File: config.mk
export PLATFORM = sky130hd
export DESIGN_NAME = xbank_mailbox
export DESIGN_NICKNAME = d
export VERILOG_FILES = /design/src/rtl/xbm_pkg.sv /design/src/rtl/xbm_sem.sv /design/src/rtl/xbm_host_regs.sv /design/src/rtl/xbm_cop_regs.sv /design/src/rtl/xbank_mailbox.sv
export SDC_FILE = /design/constraint.sdc
export NUM_CORES = 1
export LEC_CHECK = 0
export ABC_AREA = 1
export CAP_MARGIN = 25
export CORE_MARGIN = 5
export CORE_UTILIZATION = 35
export DETAILED_ROUTE_END_ITERATION = 6
export PLACE_DENSITY = 0.85
export SYNTH_ARGS = -nofsm -noshare
export SYNTH_HDL_FRONTEND = slang
export SYNTH_HIERARCHICAL = 1
export SYNTH_SLANG_ARGS = --single-unit
File: constraint.sdc
create_clock -name clk -period 1.7 [get_ports clk]
set_input_delay 0.425 -clock clk [delete_from_list [all_inputs] [get_ports clk]]
set_output_delay 0.425 -clock clk [all_outputs]
set_load 0.01 [all_outputs]
File: src/rtl/xbm_pkg.sv
package xbm_pkg;

    localparam int ADDR_W = 16;
    localparam int DATA_W = 8;

    // host register bit positions
    localparam int H_SEM   = 7;
    localparam int H_MAPHI = 5;
    localparam int H_MAPLO = 4;
    localparam int H_HALF  = 3;
    localparam int H_SWAP  = 1;
    localparam int H_RUN   = 0;

    // coprocessor register bit positions
    localparam int C_SEM  = 7;
    localparam int C_WIN  = 6;
    localparam int C_HALF = 5;

    // 8 KB host window segments (address bits 15:13)
    localparam logic [2:0] HOST_SEG_LO = 3'd4;
    localparam logic [2:0] HOST_SEG_HI = 3'd5;
    // 16 KB coprocessor bank zones (address bits 15:14)
    localparam logic [1:0] COP_ZONE_LOW  = 2'd1;
    localparam logic [1:0] COP_ZONE_HIGH = 2'd3;

    typedef struct packed {
        logic map_hi;
        logic map_lo;
        logic half;
        logic swap;
        logic run;
    } host_ctl_t;

    typedef struct packed {
        logic win_low;
        logic half;
    } cop_ctl_t;

    localparam host_ctl_t HOST_CTL_RST = '{map_hi: 1'b0, map_lo: 1'b0, half: 1'b1,
                                           swap: 1'b0, run: 1'b0};
    localparam cop_ctl_t  COP_CTL_RST  = '{win_low: 1'b0, half: 1'b1};

    function automatic host_ctl_t host_unpack(logic [DATA_W-1:0] b);
        host_ctl_t c;
        c.map_hi = b[H_MAPHI];
        c.map_lo = b[H_MAPLO];
        c.half   = b[H_HALF];
        c.swap   = b[H_SWAP];
        c.run    = b[H_RUN];
        return c;
    endfunction

    function automatic cop_ctl_t cop_unpack(logic [DATA_W-1:0] b);
        cop_ctl_t c;
        c.win_low = b[C_WIN];
        c.half    = b[C_HALF];
        return c;
    endfunction

    function automatic logic [DATA_W-1:0] host_pack(logic sem, host_ctl_t c);
        return {sem, 1'b1, c.map_hi, c.map_lo, c.half, 1'b1, c.swap, c.run};
    endfunction

    function automatic logic [DATA_W-1:0] cop_pack(logic sem, cop_ctl_t c);
        return {sem, c.win_low, c.half, 5'b11111};
    endfunction

endpackage

File: src/rtl/xbm_sem.sv
module xbm_sem (
    input  logic clk,
    input  logic rst,
    input  logic host_clr,
    input  logic cop_set,
    output logic sem
);
    always_ff @(posedge clk) begin
        if (rst)           sem <= 1'b1;
        else if (cop_set)  sem <= 1'b1;
        else if (host_clr) sem <= 1'b0;
    end

    p_set_wins_r3: assert property (@(posedge clk) disable iff (rst)
        cop_set |=> sem);
    p_clear_r2: assert property (@(posedge clk) disable iff (rst)
        (host_clr && !cop_set) |=> !sem);
    p_hold_r2: assert property (@(posedge clk) disable iff (rst)
        (!host_clr && !cop_set) |=> $stable(sem));
endmodule

File: src/rtl/xbm_host_regs.sv
module xbm_host_regs
    import xbm_pkg::*;
(
    input  logic              clk,
    input  logic              rst,
    input  logic              wr_en,
    input  host_ctl_t         wr_val,
    output host_ctl_t         ctl
);
    always_ff @(posedge clk) begin
        if (rst)        ctl <= HOST_CTL_RST;
        else if (wr_en) ctl <= wr_val;
    end

    p_run_load_r5: assert property (@(posedge clk) disable iff (rst)
        wr_en |=> (ctl.run == $past(wr_val.run)));
    p_swap_hold_r4: assert property (@(posedge clk) disable iff (rst)
        !wr_en |=> $stable(ctl.swap));
endmodule

File: src/rtl/xbm_cop_regs.sv
module xbm_cop_regs
    import xbm_pkg::*;
(
    input  logic      clk,
    input  logic      rst,
    input  logic      run,
    input  logic      wr_en,
    input  cop_ctl_t  wr_val,
    output cop_ctl_t  ctl
);
    always_ff @(posedge clk) begin
        if (rst || !run) ctl <= COP_CTL_RST;
        else if (wr_en)  ctl <= wr_val;
    end

    p_forced_default_r5: assert property (@(posedge clk) disable iff (rst)
        !run |=> (ctl == COP_CTL_RST));
    p_half_load_r9: assert property (@(posedge clk) disable iff (rst)
        (run && wr_en) |=> (ctl.half == $past(wr_val.half)));
endmodule

File: src/rtl/xbank_mailbox.sv
module xbank_mailbox
    import xbm_pkg::*;
#(
    parameter logic [15:0] HOST_REG_ADDR = 16'hD5C0,
    parameter logic [15:0] COP_REG_BASE  = 16'h0200,
    parameter int          COP_SPAN_LOG2 = 4,
    parameter int          HALF_AW       = 14
) (
    input  logic                clk,
    input  logic                rst,
    input  logic                h_req,
    input  logic                h_we,
    input  logic [ADDR_W-1:0]   h_addr,
    input  logic [DATA_W-1:0]   h_wdata,
    output logic [DATA_W-1:0]   h_rdata,
    output logic                h_bank_act,
    output logic                h_bank_id,
    output logic [HALF_AW:0]    h_bank_addr,
    output logic                h_win_lo_en,
    output logic                h_win_hi_en,
    input  logic                c_req,
    input  logic                c_we,
    input  logic [ADDR_W-1:0]   c_addr,
    input  logic [DATA_W-1:0]   c_wdata,
    output logic [DATA_W-1:0]   c_rdata,
    output logic                c_bank_act,
    output logic                c_bank_id,
    output logic [HALF_AW:0]    c_bank_addr,
    output logic                c_sysram_sel,
    output logic                cop_rst
);
    localparam int REG_TAG_W = ADDR_W - COP_SPAN_LOG2;

    host_ctl_t hctl;
    cop_ctl_t  cctl;
    logic      sem;

    logic h_reg_hit, c_reg_hit;
    logic h_wr, c_wr, h_rd, c_rd;
    logic h_in_lo, h_in_hi, c_in_zone;

    // address decode
    always_comb begin
        h_reg_hit = (h_addr == HOST_REG_ADDR);
        c_reg_hit = (c_addr[ADDR_W-1:COP_SPAN_LOG2] == COP_REG_BASE[ADDR_W-1:COP_SPAN_LOG2]);
        h_wr = h_req && h_we && h_reg_hit;
        h_rd = h_req && !h_we && h_reg_hit;
        c_wr = c_req && c_we && c_reg_hit && hctl.run;
        c_rd = c_req && !c_we && c_reg_hit;

        h_in_lo = (h_addr[ADDR_W-1:ADDR_W-3] == HOST_SEG_LO) && hctl.map_lo;
        h_in_hi = (h_addr[ADDR_W-1:ADDR_W-3] == HOST_SEG_HI) && hctl.map_hi;
        c_in_zone = (c_addr[ADDR_W-1:ADDR_W-2] ==
                     (cctl.win_low ? COP_ZONE_LOW : COP_ZONE_HIGH));
    end

    xbm_host_regs u_hregs (
        .clk    (clk),
        .rst    (rst),
        .wr_en  (h_wr),
        .wr_val (host_unpack(h_wdata)),
        .ctl    (hctl)
    );

    xbm_cop_regs u_cregs (
        .clk    (clk),
        .rst    (rst),
        .run    (hctl.run),
        .wr_en  (c_wr),
        .wr_val (cop_unpack(c_wdata)),
        .ctl    (cctl)
    );

    xbm_sem u_sem (
        .clk      (clk),
        .rst      (rst),
        .host_clr (h_wr && !h_wdata[H_SEM]),
        .cop_set  (c_wr && c_wdata[C_SEM]),
        .sem      (sem)
    );

    // registered read ports
    always_ff @(posedge clk) begin
        if (rst) begin
            h_rdata <= '0;
            c_rdata <= '0;
        end else begin
            if (h_rd) h_rdata <= host_pack(sem, hctl);
            if (c_rd) c_rdata <= cop_pack(sem, cctl);
        end
    end

    // bank and window outputs
    always_comb begin
        h_bank_act   = h_req && (h_in_lo || h_in_hi);
        h_bank_id    = hctl.swap;
        h_bank_addr  = {hctl.half, h_addr[HALF_AW-1:0]};
        h_win_lo_en  = hctl.map_lo;
        h_win_hi_en  = hctl.map_hi;
        c_bank_act   = c_req && c_in_zone;
        c_bank_id    = !hctl.swap;
        c_bank_addr  = {cctl.half, c_addr[HALF_AW-1:0]};
        c_sysram_sel = c_req && !c_in_zone && !c_reg_hit;
        cop_rst      = !hctl.run;
    end

    p_banks_differ_r4: assert property (@(posedge clk) disable iff (rst)
        h_bank_id != c_bank_id);
    p_sys_excl_r8: assert property (@(posedge clk) disable iff (rst)
        !(c_bank_act && c_sysram_sel));
    p_host_ones_r10: assert property (@(posedge clk) disable iff (rst)
        h_rd |=> (h_rdata[6] && h_rdata[2]));
    p_cop_ones_r10: assert property (@(posedge clk) disable iff (rst)
        c_rd |=> (c_rdata[4:0] == 5'b11111));
    p_sem_same_r2: assert property (@(posedge clk) disable iff (rst)
        (h_rd && c_rd) |=> (h_rdata[7] == c_rdata[7]));
    p_reg_not_bank_r11: assert property (@(posedge clk) disable iff (rst)
        (c_req && c_reg_hit) |-> (!c_sysram_sel && !c_bank_act));

    logic [REG_TAG_W-1:0] unused_tag;
    assign unused_tag = COP_REG_BASE[ADDR_W-1:COP_SPAN_LOG2];
endmodule

==> flow_metrics.py, run 1 <==
metrics = {
    "run_status": {
        "status": "finished, violations left",
        "violations": "negative setup slack",
    },
    "drt": {
        "remaining_drc_errors": 0,
        "drt_iter0_drc": 43,
        "ant_nets": 0,
        "wl_mm": 3.90,
        "drtPass1Iterations": 4,
        "routed_via_density": 4.17,
        "routedWlPerCell_um": 11.3,
        "vias": 1444,
    },
    "sta": {
        "setup_viol": 1,
        "period_minus_slack_ps": 1710,
        "rsz0062_at_grt": "yes",
        "fin_worst_skew_ps": 6.62,
        "drv_slew": 0,
        "fmax_mhz": 585,
        "final.setup.worst_slack_ps": -10.6,
        "tightest_slew_ps": 309,
        "timing.final.crit_share": 1.01,
        "fin_tns_setup_ps": -10.6,
        "hold_viol_final": 0,
        "relSlewSlack": 0.793,
    },
    "finish": {
        "fin_nets": 353,
        "drive_above_1_share": 0.171,
        "diodes": 0,
        "syn_to_final_growth_pct": 73.0,
    },
    "global_routing": {
        "grt_max_degree": 14,
        "grt_pass1_vias": 1356,
        "grtUsageTotal": 0.143,
        "antenna_found_initial": 0,
        "overflow": 0,
        "grt_pass1_wl_mm": 5.89,
    },
    "clock_network": {
        "cts.sinks": 19,
        "clk_path_buf_depth": 2,
        "cts_tree": "built",
        "clock_latency_ps": 260,
        "clkTransAtPathRegs_ps": 80,
        "clock-root-buffer": "clkbuf_8",
        "cts_htree_levels": 1,
        "cts_made_buffers": 3,
    },
    "power": {
        "vdd.ir_drop.worst_uv": 462,
        "powerDensity_nw_per_um2": 442,
        "p_leak_nw": 1.19,
    },
    "floorplan": {
        "die_h_um": 71.0,
        "pin_count": 108,
        "initial_utilization": 0.359,
        "dieArea_um2": 5050,
        "core-area_um2": 3630,
        "core.rowCount": 22,
        "die_x_um": 71.0,
    },
    "synthesis": {
        "yosysMostFrequentCell": "nand2_1",
        "yosysWarnings": 6,
        "synth_edf_count": 0,
        "syn_area_um2": 1300,
        "syn_avg_cell_area_um2": 6.15,
        "syn-num-nets": 266,
        "netlist.top_cell.by_area": "dfxtp_1",
        "synthDistinctLibCells": 19,
        "synth_common_cells": "47 x nand2_1, 45 x nor2_1, 40 x inv_1",
        "ys.flop_type": "dfxtp_1",
        "ys_top_cells_by_area": "dfxtp_1 29%, buf_4 19%, nand2_1 14%, nor2_1 13%, inv_1 12%",
        "async_flop_share": 0,
        "synthCells": 212,
        "synth_largest_type_area_fraction": 0.292,
        "synth-seq-area-share": 0.292,
        "synth_seq_cells": 19,
    },
    "worst_hold_path": {
        "worstHoldPathType": "reg -> reg",
    },
    "placement": {
        "routabilityCongestion": 0.831,
        "dpl.hpwl_mm": 3.06,
        "numPortBuffers": 92,
        "pre_cts_ws_ps": -592,
    },
    "critical_path": {
        "cp-start-kind": "input pin",
        "crit_arrival_ps": 1290,
        "path_class": "in -> out",
        "endpoint_kind": "primary output",
        "cp.required_ps": 1270,
        "crit_fanout": 3,
    },
    "run": {
        "cap_violations": 0,
    },
}
[power by group]
group	total (mW)	leakage [nW]	internal [mW]	switching (mW)
logic	0.229	1.01	0.140	0.0889
clock network	0.322	0.0217	0.165	0.157
registers	0.445	0.154	0.445	0.00000825
[registers in the layout, indices dropped and copies added, names as in the netlist]
name and flops:
u_hregs/ctl 5, h_rdata 7, u_sem/sem 1, c_rdata 4, u_cregs/ctl 2
[path summary, 6_finish.rpt]
| kind | startpoint | to | slack, ps | cells after the start |
|---|---|---|---|---|
| setup / recovery | c_addr[8] | c_sysram_sel | -10 | 7 |
| hold reg to reg | h_rdata[6] | h_rdata[6] | 470 | 2 |
| hold / removal | h_rdata[6] | h_rdata[6] | 470 | 2 |
| setup reg to reg | u_hregs/ctl[0] | u_cregs/ctl[0] | 670 | 6 |
[metal layers]
layer / vias up / wire length [µm] / GRT usage
met1: 626 / 1530 / 0.153
met4: 0 / 46 / 0.0334
li1: 756 / - / -
met3: 6 / 329 / 0.0526
met2: 56 / 2000 / 0.264
met5: - / 0 / 0
[worst max-delay path, stage by stage]
cell             delay [ps]
clkdlybuf4s15_1         210
inv_1                    70
nand3_1                  90
nor2_2                  160
nand2_2                  70
and3_1                  140
buf_2                   130
[layout by cell type (no fill, tap or decap), types with 4 or more instances in the layout]
cell	instances
nand2_1	45
nor2_1	43
clkdlybuf4s15_1	7
buf_4	24
dlygate4sd2_1	20
nand2_2	5
inv_1	39
nand3_1	6
clkdlybuf4s50_1	49
dfxtp_1	18
dlymetal6s2s_1	10
nor2_2	4
[area by class of cell]
| cell class | instances | area, µm² |
|---|---|---|
| Inverter | 41 | 154 |
| Sequential cell | 19 | 382 |
| Clock buffer | 3 | 41.3 |
| Timing Repair Buffer | 117 | 1090 |
| Clock inverter | 1 | 7.51 |
| Fill cell | 347 | 1380 |
| Tap cell | 48 | 60.1 |
| Multi-Input combinational cell | 117 | 523 |
[through the flow]
stage	utilization	power, mW	instance area [µm²]	hold slack [ps]	instances
4_1_cts	0.606	1.01	2200	471	345
5_1_grt	0.621	1.04	2260	494	346
3_3_place_gp	0.590	0.707	2140	457	334
6_report	0.621	0.996	2260	467	346
2_1_floorplan	-	0.559	1300	439	212
3_5_place_dp	0.590	0.710	2140	460	334
[kinds of logic after synthesis]
| logic type | after synthesis | synth area share |
|---|---|---|
| simple gates | 112 | 0.358 |
| buf+inv | 76 | 0.325 |
| flops | 19 | 0.292 |
| compound gates | 4 | 0.0182 |
| xor+xnor | 1 | 0.00672 |
[timing repair]
| item | 4_1_cts | 5_1_grt |
|---|---|---|
| cloned | 1 | 0 |
| setup buffers | 6 | 1 |
| resized for setup | 52 | 25 |
| hold buffers | 0 | 0 |
| pin swaps | 6 | 12 |
| setup endpoints to repair | 29 | 19 |
Note: power is estimated with default switching activity, not from simulation.
==> run 2: changes to the inputs <==
==> constraint.sdc (replaced) <==
create_clock -name clk -period 2.2 [get_ports clk]
set_input_delay 0.55 -clock clk [delete_from_list [all_inputs] [get_ports clk]]
set_output_delay 0.55 -clock clk [all_outputs]
set_load 0.01 [all_outputs]
==> run 2 against run 1 <==
- the run now ends clean
- worst setup slack improved by 69 ps
- flip-flop and latch count unchanged
- via count shrank 3.9%
- critical path depth decreased by 5
- register-to-register slack improved by 510 ps
- wire length down 5.9%
- core utilization shrank 2.3 points
- hold slack better by 2.1 ps
- clock skew is 2.1 ps lower
- non-clock buffer count shrank 11
- critical endpoint is now h_bank_addr[1]
- largest cell class unchanged
==> flow_metrics.py, run 2 (same netlist as run 1, synthesis figures left out) <==
metrics = {
    "global_routing": {
        "grtUsageTotal": 0.138,
        "grt_max_degree": 14,
        "overflow": 0,
        "grt_pass1_wl_mm": 5.66,
        "antenna_found_initial": 0,
        "grt_pass1_vias": 1294,
    },
    "finish": {
        "largest_reg_flops": 7,
        "reg.largest.list": "h_rdata: 7 flops, u_hregs/ctl: 5 flops, c_rdata: 4 flops",
        "syn_to_final_growth_pct": 66.5,
        "fin_nets": 342,
        "largest-register": "h_rdata",
        "diodes": 0,
        "final_cell_area_um2": 2170,
        "final_cell_mix": "72 x clkdlybuf4s50_1, 47 x nand2_1, 44 x nor2_1",
        "layout_commonest_cell": "clkdlybuf4s50_1",
        "fill_cells": 353,
        "drive_above_1_share": 0.108,
    },
    "critical_path": {
        "path_cells": "clkdlybuf4s50_1 -> clkdlybuf4s50_1",
        "critical-path-top-delay-family": "buffers and inverters",
        "slowest_stage": "clkdlybuf4s50_1",
        "endpoint_kind": "primary output",
        "cp-start-kind": "input pin",
        "cp_common_cell": "clkdlybuf4s50_1",
        "critical-path-max-stage-delay_ps": 550,
        "crit_arrival_ps": 1590,
        "cp.required_ps": 1650,
        "cp.buffers_inverters": 2,
        "path_class": "in -> out",
        "crit_fanout": 2,
    },
    "floorplan": {
        "initial_utilization": 0.359,
        "die_x_um": 71.0,
        "core-area_um2": 3630,
        "die_h_um": 71.0,
        "core.rowCount": 22,
        "pin_count": 108,
        "dieArea_um2": 5050,
    },
    "clock_network": {
        "clkTransAtPathRegs_ps": 70,
        "clock-root-buffer": "clkbuf_8",
        "cts_htree_levels": 1,
        "clk_path_buf_depth": 2,
        "cts_setup_buffers": 0,
        "cts_tree": "built",
        "cts.sinks": 19,
        "cts_made_buffers": 3,
        "clock_latency_ps": 250,
    },
    "drt": {
        "ant_nets": 0,
        "routed_via_density": 4.14,
        "drtPass1Iterations": 4,
        "routedWlPerCell_um": 11.0,
        "vias": 1388,
        "drt_iter0_drc": 22,
        "wl_mm": 3.67,
        "remaining_drc_errors": 0,
    },
    "placement": {
        "dpl.hpwl_mm": 3.13,
        "numPortBuffers": 92,
        "dpl_cell_area_um2": 2120,
        "routabilityCongestion": 0.819,
    },
    "sta": {
        "fmax_mhz": 467,
        "tightest_slew_ps": 278,
        "fin_worst_skew_ps": 4.53,
        "setup_viol": 0,
        "relSlewSlack": 0.813,
        "period_minus_slack_ps": 2140,
        "fin_tns_setup_ps": 0,
        "hold_viol_final": 0,
        "timing.final.crit_share": 0.973,
        "drv_slew": 0,
        "rsz0062_at_grt": "no",
    },
    "power": {
        "p_leak_nw": 1.09,
        "powerDensity_nw_per_um2": 354,
        "vdd.ir_drop.worst_uv": 277,
    },
    "run": {
        "cap_violations": 0,
    },
    "run_status": {
        "status": "finished, final reports clean",
    },
    "worst_hold_path": {
        "worstHoldPathType": "reg -> reg",
    },
}
-- run 2: power by group --
part           internal [mW]  total, mW  leakage (nW)  switching, mW
Combinational          0.119      0.186         0.912         0.0667
Clock                  0.126      0.239        0.0255          0.113
Sequential             0.344      0.344         0.153     0.00000645
-- run 2: final timing paths --
kind / from / endpoint / slack, ps / cells past startpoint
min: h_rdata[6] / h_rdata[6] / 470 / 2
min reg2reg: h_rdata[6] / h_rdata[6] / 470 / 2
max reg2reg: u_hregs/ctl[0] / u_cregs/ctl[0] / 1180 / 5
max: h_addr[1] / h_bank_addr[1] / 60 / 2
-- run 2: what timing repair did --
action | CTS | global route
setup endpoints to repair | 11 | 3
gates resized for setup | 11 | 17
endpoints found under the hold margin | 0 | 0
hold buffers | 0 | 0
pin swaps | 0 | 6
-- run 2: area by class of cell --
class                      instances  area [µm²]  share of cell area
tap                               48        60.1              0.0277
multi-input combinational        117         507               0.233
clock inverter                     1        5.00             0.00231
inverter                          41         154              0.0709
sequential                        19         380               0.175
timing repair buffer             106        1020               0.471
clock buffer                       3        41.3              0.0190
-- run 2: per-stage QoR --
stage	worst slack, ps	utilization	cells	hold slack [ps]	power (mW)
after floorplan	598	-	212	439	0.432
after global routing	4.06	0.597	335	489	0.817
after global placement	-355	0.583	331	455	0.545
after CTS	-160	0.592	335	473	0.783
after detailed placement	-372	0.583	331	462	0.548
final	58.8	0.597	335	469	0.768
-- run 2: routing by layer --
layer | part of all wire | vias up | wire, µm | track usage
met3 | 0.076 | 4 | 278 | 0.0412
li1 | - | 738 | - | -
met1 | 0.40 | 593 | 1450 | 0.147
met4 | 0.0079 | 0 | 29 | 0.0397
met5 | 0 | - | 0 | 0
met2 | 0.52 | 53 | 1910 | 0.258
